[src/rtl/txser_pkg.sv]
package txser_pkg;

  typedef enum logic [1:0] {
    ST_IDLE  = 2'd0,
    ST_START = 2'd1,
    ST_DATA  = 2'd2,
    ST_STOP  = 2'd3
  } txst_e;

  // index of the final data bit for a length code (0..3 -> 4..7)
  function automatic logic [2:0] last_bit_idx(input logic [1:0] len_code);
    return 3'd4 + {1'b0, len_code};
  endfunction

  // a decision point is any bit boundary where the line is free or a stop bit ends
  function automatic logic at_boundary(input txst_e st);
    return (st == ST_IDLE) || (st == ST_STOP);
  endfunction

endpackage

[src/rtl/txser_sync.sv]
module txser_sync #(
  parameter int   STAGES  = 2,
  parameter logic RST_VAL = 1'b1
) (
  input  logic clk,
  input  logic rst_n,
  input  logic d,
  output logic q
);
  logic [STAGES-1:0] stg;

  always_ff @(posedge clk) begin
    if (!rst_n) stg <= {STAGES{RST_VAL}};
    else        stg <= {stg[STAGES-2:0], d};
  end

  assign q = stg[STAGES-1];
endmodule

[src/rtl/txser_hold.sv]
module txser_hold #(
  parameter int W = 8
) (
  input  logic         clk,
  input  logic         rst_n,
  input  logic         wr_en,
  input  logic [W-1:0] wr_data,
  input  logic         take,
  output logic         full,
  output logic [W-1:0] data
);
  always_ff @(posedge clk) begin
    if (!rst_n) begin
      full <= 1'b0;
      data <= '0;
    end else begin
      // a write in the take cycle wins: the new byte is the pending one
      if (wr_en) begin
        full <= 1'b1;
        data <= wr_data;
      end else if (take) begin
        full <= 1'b0;
      end
    end
  end
endmodule

[src/rtl/txser_shift.sv]
module txser_shift
  import txser_pkg::*;
#(
  parameter int W  = 8,
  localparam int CW = $clog2(W)
) (
  input  logic         clk,
  input  logic         rst_n,
  input  logic         bit_tick,
  input  logic [1:0]   len_code,
  input  logic         cts_ok,
  input  logic         hold_full,
  input  logic [W-1:0] hold_data,
  output logic         txd,
  output logic         frame_start,
  output logic         busy
);
  txst_e        st;
  logic [W-1:0] sh;
  logic [CW-1:0] cnt;
  logic [CW-1:0] last;

  assign last        = CW'(last_bit_idx(len_code));
  assign frame_start = bit_tick && hold_full && cts_ok && at_boundary(st);
  assign busy        = (st != ST_IDLE);

  always_ff @(posedge clk) begin
    if (!rst_n) begin
      st  <= ST_IDLE;
      txd <= 1'b1;
      sh  <= '0;
      cnt <= '0;
    end else if (bit_tick) begin
      case (st)
        ST_IDLE, ST_STOP: begin
          if (frame_start) begin
            st  <= ST_START;
            txd <= 1'b0;
            sh  <= hold_data;
          end else begin
            st  <= ST_IDLE;
            txd <= 1'b1;
          end
        end
        ST_START: begin
          txd <= sh[0];
          sh  <= sh >> 1;
          cnt <= '0;
          st  <= ST_DATA;
        end
        default: begin
          if (cnt == last) begin
            txd <= 1'b1;
            st  <= ST_STOP;
          end else begin
            txd <= sh[0];
            sh  <= sh >> 1;
            cnt <= cnt + 1'b1;
          end
        end
      endcase
    end
  end
endmodule

[src/rtl/txser_cts.sv]
module txser_cts #(
  parameter int W         = 8,
  parameter int SYNC_STGS = 2
) (
  input  logic         clk,
  input  logic         rst_n,
  input  logic         bit_tick,
  input  logic [1:0]   len_code,
  input  logic         wr_en,
  input  logic [W-1:0] wr_data,
  input  logic         cts_n,
  output logic         txd,
  output logic         hold_empty,
  output logic         tx_done
);
  logic         cts_pin_s;
  logic         cts_ok;
  logic         hold_full;
  logic [W-1:0] hold_data;
  logic         frame_start;
  logic         busy;

  txser_sync #(.STAGES(SYNC_STGS), .RST_VAL(1'b1)) u_sync (
    .clk(clk), .rst_n(rst_n), .d(cts_n), .q(cts_pin_s)
  );
  assign cts_ok = ~cts_pin_s;

  txser_hold #(.W(W)) u_hold (
    .clk(clk), .rst_n(rst_n), .wr_en(wr_en), .wr_data(wr_data),
    .take(frame_start), .full(hold_full), .data(hold_data)
  );

  txser_shift #(.W(W)) u_shift (
    .clk(clk), .rst_n(rst_n), .bit_tick(bit_tick), .len_code(len_code),
    .cts_ok(cts_ok), .hold_full(hold_full), .hold_data(hold_data),
    .txd(txd), .frame_start(frame_start), .busy(busy)
  );

  assign hold_empty = ~hold_full;
  assign tx_done    = ~hold_full & ~busy;
endmodule

[config.mk]
export PLATFORM = sky130hd
export DESIGN_NAME = txser_cts
export DESIGN_NICKNAME = d
export VERILOG_FILES = /design/src/rtl/txser_pkg.sv /design/src/rtl/txser_sync.sv /design/src/rtl/txser_hold.sv /design/src/rtl/txser_shift.sv /design/src/rtl/txser_cts.sv
export SDC_FILE = /design/constraint.sdc
export NUM_CORES = 1
export LEC_CHECK = 0
export BUFFER_PORTS_ARGS = -buffer_cell sky130_fd_sc_hd__clkbuf_2
export CAP_MARGIN = 20
export CORE_AREA = 5 5 58 50
export CTS_BUF_LIST = sky130_fd_sc_hd__clkbuf_2 sky130_fd_sc_hd__clkbuf_4 sky130_fd_sc_hd__clkbuf_8
export CTS_CLUSTER_DIAMETER = 50
export DETAILED_ROUTE_END_ITERATION = 10
export DIE_AREA = 0 0 63 55
export PLACE_DENSITY = 0.77
export REMOVE_ABC_BUFFERS = 1
export SKIP_LAST_GASP = 1
export SYNTH_ARGS = -nofsm -noshare
export SYNTH_HDL_FRONTEND = slang
export SYNTH_HIERARCHICAL = 1
export SYNTH_SLANG_ARGS = --single-unit
[constraint.sdc]
create_clock -name clk -period 2.1 [get_ports clk]
set_input_delay 0.105 -clock clk [delete_from_list [all_inputs] [get_ports clk]]
set_output_delay 0.105 -clock clk [all_outputs]
set_load 0.01 [all_outputs]
==> results.toml, run 1 <==
[grt]
grt_max_degree = 27
grt_use_total = 0.140
grt_busiest_layer = "met2"
use_met1 = 0.156
grtUsageMet3 = 0.0364
grt_pass1_wl_um = 3800
overflow = 0
grt_util_met2 = 0.265
antenna_found_initial = 0
grt_pass1_vias = 884

[placed_design]
place_inst = 170
dp_slack_ns = 0.327
gp_congestion = 0.794
hpwl_um = 1670
io_buffers = 17
postPlaceCellArea_um2 = 1330

[clocking]
clkTransAtPathRegs_ns = 0.13
cts-root-buf = "clkbuf_4"
clock-sinks = 25
cts_tree = "done"
htree_levels = 1
numCtsBuffers = 3
cts_hold_buf = 1
clk_path_buf_depth = 2
cts_resized = 0
post_cts_buffers = 0
clk_latency_ns = 0.32

[setup_path]
crit_path_start = "u_shift/st[1]"
path_buf_inv = 1
slowest_delay_ns = 0.42
cp_max_fo = 9
end_kind = "flip-flop"
cp_cell_sequence = "inv_1 > ha_1 > a21oi_1 > nand2b_1 > a211o_4 > a221oi_2"
critical_path_class = "flip-flop to flip-flop"
start_kind = "flip-flop"
arrival_ns = 2.04
critical_path_required_ns = 2.34
crit_slowest_cell = "ha_1"
rr_startpoint = "u_shift/st[1]"
critPathTopFamily = "compound AO/OA/AOI/OAI gates"

[synthesis]
synth_top_cell_by_area = "dfxtp_1"
synth.area.mux_share = 0.0737
ys_ff_latch = 25
yosys-top-cells-area = "dfxtp_1 (41%), a221oi_2 (8.6%), mux2i_1 (7.4%)"
synth_top_area_frac = 0.409
synthCells = 129
yosys.area_share.adder = 0.0409
synthSimpleGateAreaFrac = 0.191
synth_compound_area_frac = 0.189
synth_xor_area_frac = 0.0266
avgSynthCellArea_um2 = 9.48
synth-warning-count = 6
synth_area_um2 = 1220
synth_top_family_by_area = "simple AND/OR/NAND/NOR gates"
synth_cell_types = 30
seq_area_frac_synth = 0.409

[timing]
clock.fmax_ghz = 0.555
timing.final.hold_violations = 0
rsz0062_at_grt = "false"
slew_viol_final = 0
clock_skew_ns = 0.00568
setup_viol = 0
timing.final.ws_setup_ns = 0.297
period_share = 0.858
slew_headroom = 0.719
period_needed_ns = 1.80
worst_slew_pin_slew_ns = 0.421
fin_setup_tns_ns = 0

[routing]
wirelength_um = 2260
drc = 0
viasPerCell = 5.25
avgRoutedWirePerCell_um = 12.9
ant_nets = 0
num_vias = 918
drt_iter0_drc = 34
dr.pass1.iters = 4

[floorplan]
dieArea_um2 = 3470
die_h_um = 55
start_util = 0.531
io_pins = 18
num_rows = 16
die_x_um = 63
coreArea_um2 = 2300

[finish]
antenna_cells = 0
n_fill_cell = 216
mostFrequentLayoutCells = "dfxtp_1 (25), clkbuf_2 (17), inv_1 (15), nand2_1 (15), nor2b_1 (10)"
drive_gt1_frac = 0.236
final_common_cell = "dfxtp_1"
syn2layout_area_growth_pct = 11.7
fin_area_um2 = 1370
nets = 168
instances_no_fill = 175

[worst_hold_path]
min_path_type = "primary input to flip-flop"
min-delay-start = "wr_data[6]"

[power_and_ir_drop]
p_leak_nw = 0.578
vdd_ir_drop_max_mv = 0.676
power.density_nw_per_um2 = 656
power.total_mw = 0.896

[run_status]
status = "finished, final reports clean"

[job]
maxCapViolCount = 0
==> sequential cells by signal, summed over array words and instances (netlist names) <==
register,flops
u_hold/data,8
u_shift/sh,8
u_shift/st,2
u_shift/cnt,3
u_hold/full,1
u_shift/txd,1
u_sync/stg,2
==> final timing paths <==
kind                         end  slack [ns]  cells past startpoint
setup / recovery   u_shift/sh[3]        0.30                      6
hold / removal    u_hold/data[6]        0.03                      3
setup reg to reg   u_shift/sh[3]        0.30                      6
hold reg to reg    u_sync/stg[1]        0.42                      1
==> kinds of logic (layout without fill, tap and decap cells) <==
family                   after synthesis  in the layout
buffers and inverters                 20             39
adder cells (fa/ha/maj)                4              4
XOR/XNOR                               2              2
AO/OA/AOI/OAI                         24             24
AND/OR/NAND/NOR                       45             45
multiplexers                           9              9
flip-flops                            25             25
==> per-layer routing <==
metal,vias up,routed length [um]
li1,481,-
met1,418,1060
met2,17,1080
met3,2,102
met4,0,18
met5,-,0
==> synth_stat cells (all sizes together) <==
| master | instances |
|---|---|
| a211oi | 2 |
| a221oi | 7 |
| inv | 16 |
| clkbuf | 2 |
| o311ai | 1 |
| xor2 | 2 |
| nor3 | 2 |
| o21ai | 3 |
| nor2 | 9 |
| nand3b | 1 |
| nand2 | 15 |
| mux2i | 9 |
| o21a | 1 |
| a211o | 1 |
| a21oi | 5 |
| o22ai | 2 |
| a31oi | 1 |
| nor2b | 10 |
| or3 | 2 |
| dfxtp | 25 |
| nand2b | 4 |
| o211ai | 1 |
| buf | 2 |
| nor3b | 2 |
| ha | 4 |
==> final cells by class <==
class                           instances  area, um2  share of cell area
Multi-Input combinational cell         84        638               0.467
Timing Repair Buffer                   19        103              0.0752
Inverter                               16       60.1              0.0440
Clock buffer                            4       30.0              0.0220
Tap cell                               27       33.8              0.0247
Sequential cell                        25        500               0.367
==> worst reg2reg max path, cell delays in order (launching register included) <==
cell	delay, ns
dfxtp_1	0.36
inv_1	0.08
ha_1	0.42
a21oi_1	0.08
nand2b_1	0.18
a211o_4	0.38
a221oi_2	0.22
==> where the power goes <==
part	switching (mW)	internal, mW	total (mW)
Combinational	0.0790	0.0659	0.145
Sequential	0.0181	0.504	0.522
Clock	0.141	0.0873	0.228
Total	0.238	0.658	0.896
==> through the flow <==
step                      hold WS [ns]   util
after floorplan                  0.178      -
after global placement           0.285  0.576
after detailed placement         0.288  0.576
after CTS                       0.0272  0.593
after global routing            0.0225  0.593
final                           0.0328  0.593
No activity file was read; power rests on OpenSTA's default activity.
==> run 2: changes to the inputs <==
- CORE_AREA: 5 5 58 50 -> 5 5 59 51
- CTS_BUF_LIST: sky130_fd_sc_hd__clkbuf_2 sky130_fd_sc_hd__clkbuf_4 sky130_fd_sc_hd__clkbuf_8 -> default
- DIE_AREA: 0 0 63 55 -> 0 0 64 56
- PLACE_DENSITY: 0.77 -> 0.74
==> results.toml, run 2 (synthesized netlist as in run 1, its figures left out) <==
[run_status]
status = "finished, final reports clean"

[routing]
drc = 0
dr.pass1.iters = 4
ant_nets = 0
num_vias = 898
wirelength_um = 2300
drt_iter0_drc = 29
viasPerCell = 5.13
avgRoutedWirePerCell_um = 13.1

[placed_design]
gp_congestion = 0.741
io_buffers = 17
dp_slack_ns = 0.313
hpwl_um = 1740

[floorplan]
coreArea_um2 = 2340
dieArea_um2 = 3580
num_rows = 16
die_x_um = 64
start_util = 0.522
io_pins = 18
die_h_um = 56

[timing]
timing.final.ws_setup_ns = 0.282
setup_viol = 0
worst_slew_pin_slew_ns = 0.389
clock_skew_ns = 0.00500
slew_viol_final = 0
timing.final.hold_violations = 0
period_share = 0.866
fin_setup_tns_ns = 0
slew_headroom = 0.741
clock.fmax_ghz = 0.550
rsz0062_at_grt = "false"
period_needed_ns = 1.82

[clocking]
clk_latency_ns = 0.33
cts_tree = "done"
clkTransAtPathRegs_ns = 0.15
clock-sinks = 25
htree_levels = 1
post_cts_buffers = 0
numCtsBuffers = 3
cts-root-buf = "clkbuf_4"
cts_resized = 0
clk_path_buf_depth = 2

[finish]
register_area_um2 = 500
reg.largest.list = "u_hold/data x8, u_shift/sh x8, u_shift/cnt x3"
n_fill_cell = 216
final_common_cell = "dfxtp_1"
drive_gt1_frac = 0.236
syn2layout_area_growth_pct = 11.8
nets = 168
multi_input_area_um2 = 638
mostFrequentLayoutCells = "dfxtp_1 (25), clkbuf_2 (17), inv_1 (15), nand2_1 (15), nor2b_1 (10)"
antenna_cells = 0

[grt]
overflow = 0
antenna_found_initial = 0
grt_pass1_vias = 894
grt_pass1_wl_um = 3970
grt_use_total = 0.135
grt_max_degree = 27

[setup_path]
critical_path_required_ns = 2.36
end_kind = "flip-flop"
critical_path_class = "flip-flop to flip-flop"
arrival_ns = 2.08
start_kind = "flip-flop"
cp_max_fo = 9

[worst_hold_path]
min_path_type = "primary input to flip-flop"

[power_and_ir_drop]
vdd_ir_drop_max_mv = 0.492
p_leak_nw = 0.578
power.density_nw_per_um2 = 661

[job]
maxCapViolCount = 0
==> run 2: changes by cell type in the layout (fill, tap and decap cells not counted), sizes merged <==
| cell | previous run | this run |
|---|---|---|
| clkbuf | 21 | 20 |
| inv | 16 | 17 |
==> run 2: worst max-delay path: stages (launching register included) <==
cell and delay [ns]:
dfxtp_1 0.37, inv_1 0.08, ha_1 0.43, a21oi_1 0.09, nand2b_1 0.18, a211o_4 0.38, a221oi_2 0.22
==> run 2: layout make-up <==
type                            instances  share of cell area
Sequential cell                        25               0.366
Inverter                               16              0.0440
Multi-Input combinational cell         84               0.467
Timing Repair Buffer                   19              0.0751
Clock buffer                            3              0.0165
Clock inverter                          1             0.00641
Tap cell                               27              0.0247
==> run 2: path summary, 6_finish.rpt <==
check | from | end | slack, ns | cells past startpoint
worst max register to register | u_shift/st[0] | u_shift/sh[4] | 0.28 | 6
worst min register to register | u_sync/stg[0] | u_sync/stg[1] | 0.43 | 1
worst max-delay path | u_shift/st[0] | u_shift/sh[4] | 0.28 | 6
worst min-delay path | wr_data[4] | u_hold/data[4] | 0.02 | 3
==> run 2: what timing repair did <==
| action | CTS | global route |
|---|---|---|
| hold endpoints to repair | 1 | 0 |
| setup endpoints to repair | 0 | 0 |
| hold buffers | 1 | 0 |
==> run 2: metrics by stage <==
stage	std cells	cell area, um2	utilization	hold slack (ns)	power (mW)
2_1_floorplan	125	1200	-	0.178	0.625
3_3_place_gp	170	1330	0.566	0.285	0.671
3_5_place_dp	170	1330	0.566	0.294	0.679
4_1_cts	175	1370	0.583	0.0137	0.913
5_1_grt	175	1370	0.583	0.0106	0.950
6_report	175	1370	0.583	0.0227	0.903
==> run 2: report_power, final <==
part,internal (mW),switching [mW]
combinational,0.0659,0.0810
sequential,0.504,0.0185
clock,0.0777,0.155
total,0.648,0.254
==> run 2: routing by layer <==
metal | vias up | part of all wire | track usage
met3 | 2 | 0.040 | 0.0444
li1 | 472 | - | -
met5 | - | 0 | 0
met4 | 0 | 0.0052 | 0.0267
met2 | 16 | 0.48 | 0.228
met1 | 408 | 0.47 | 0.165
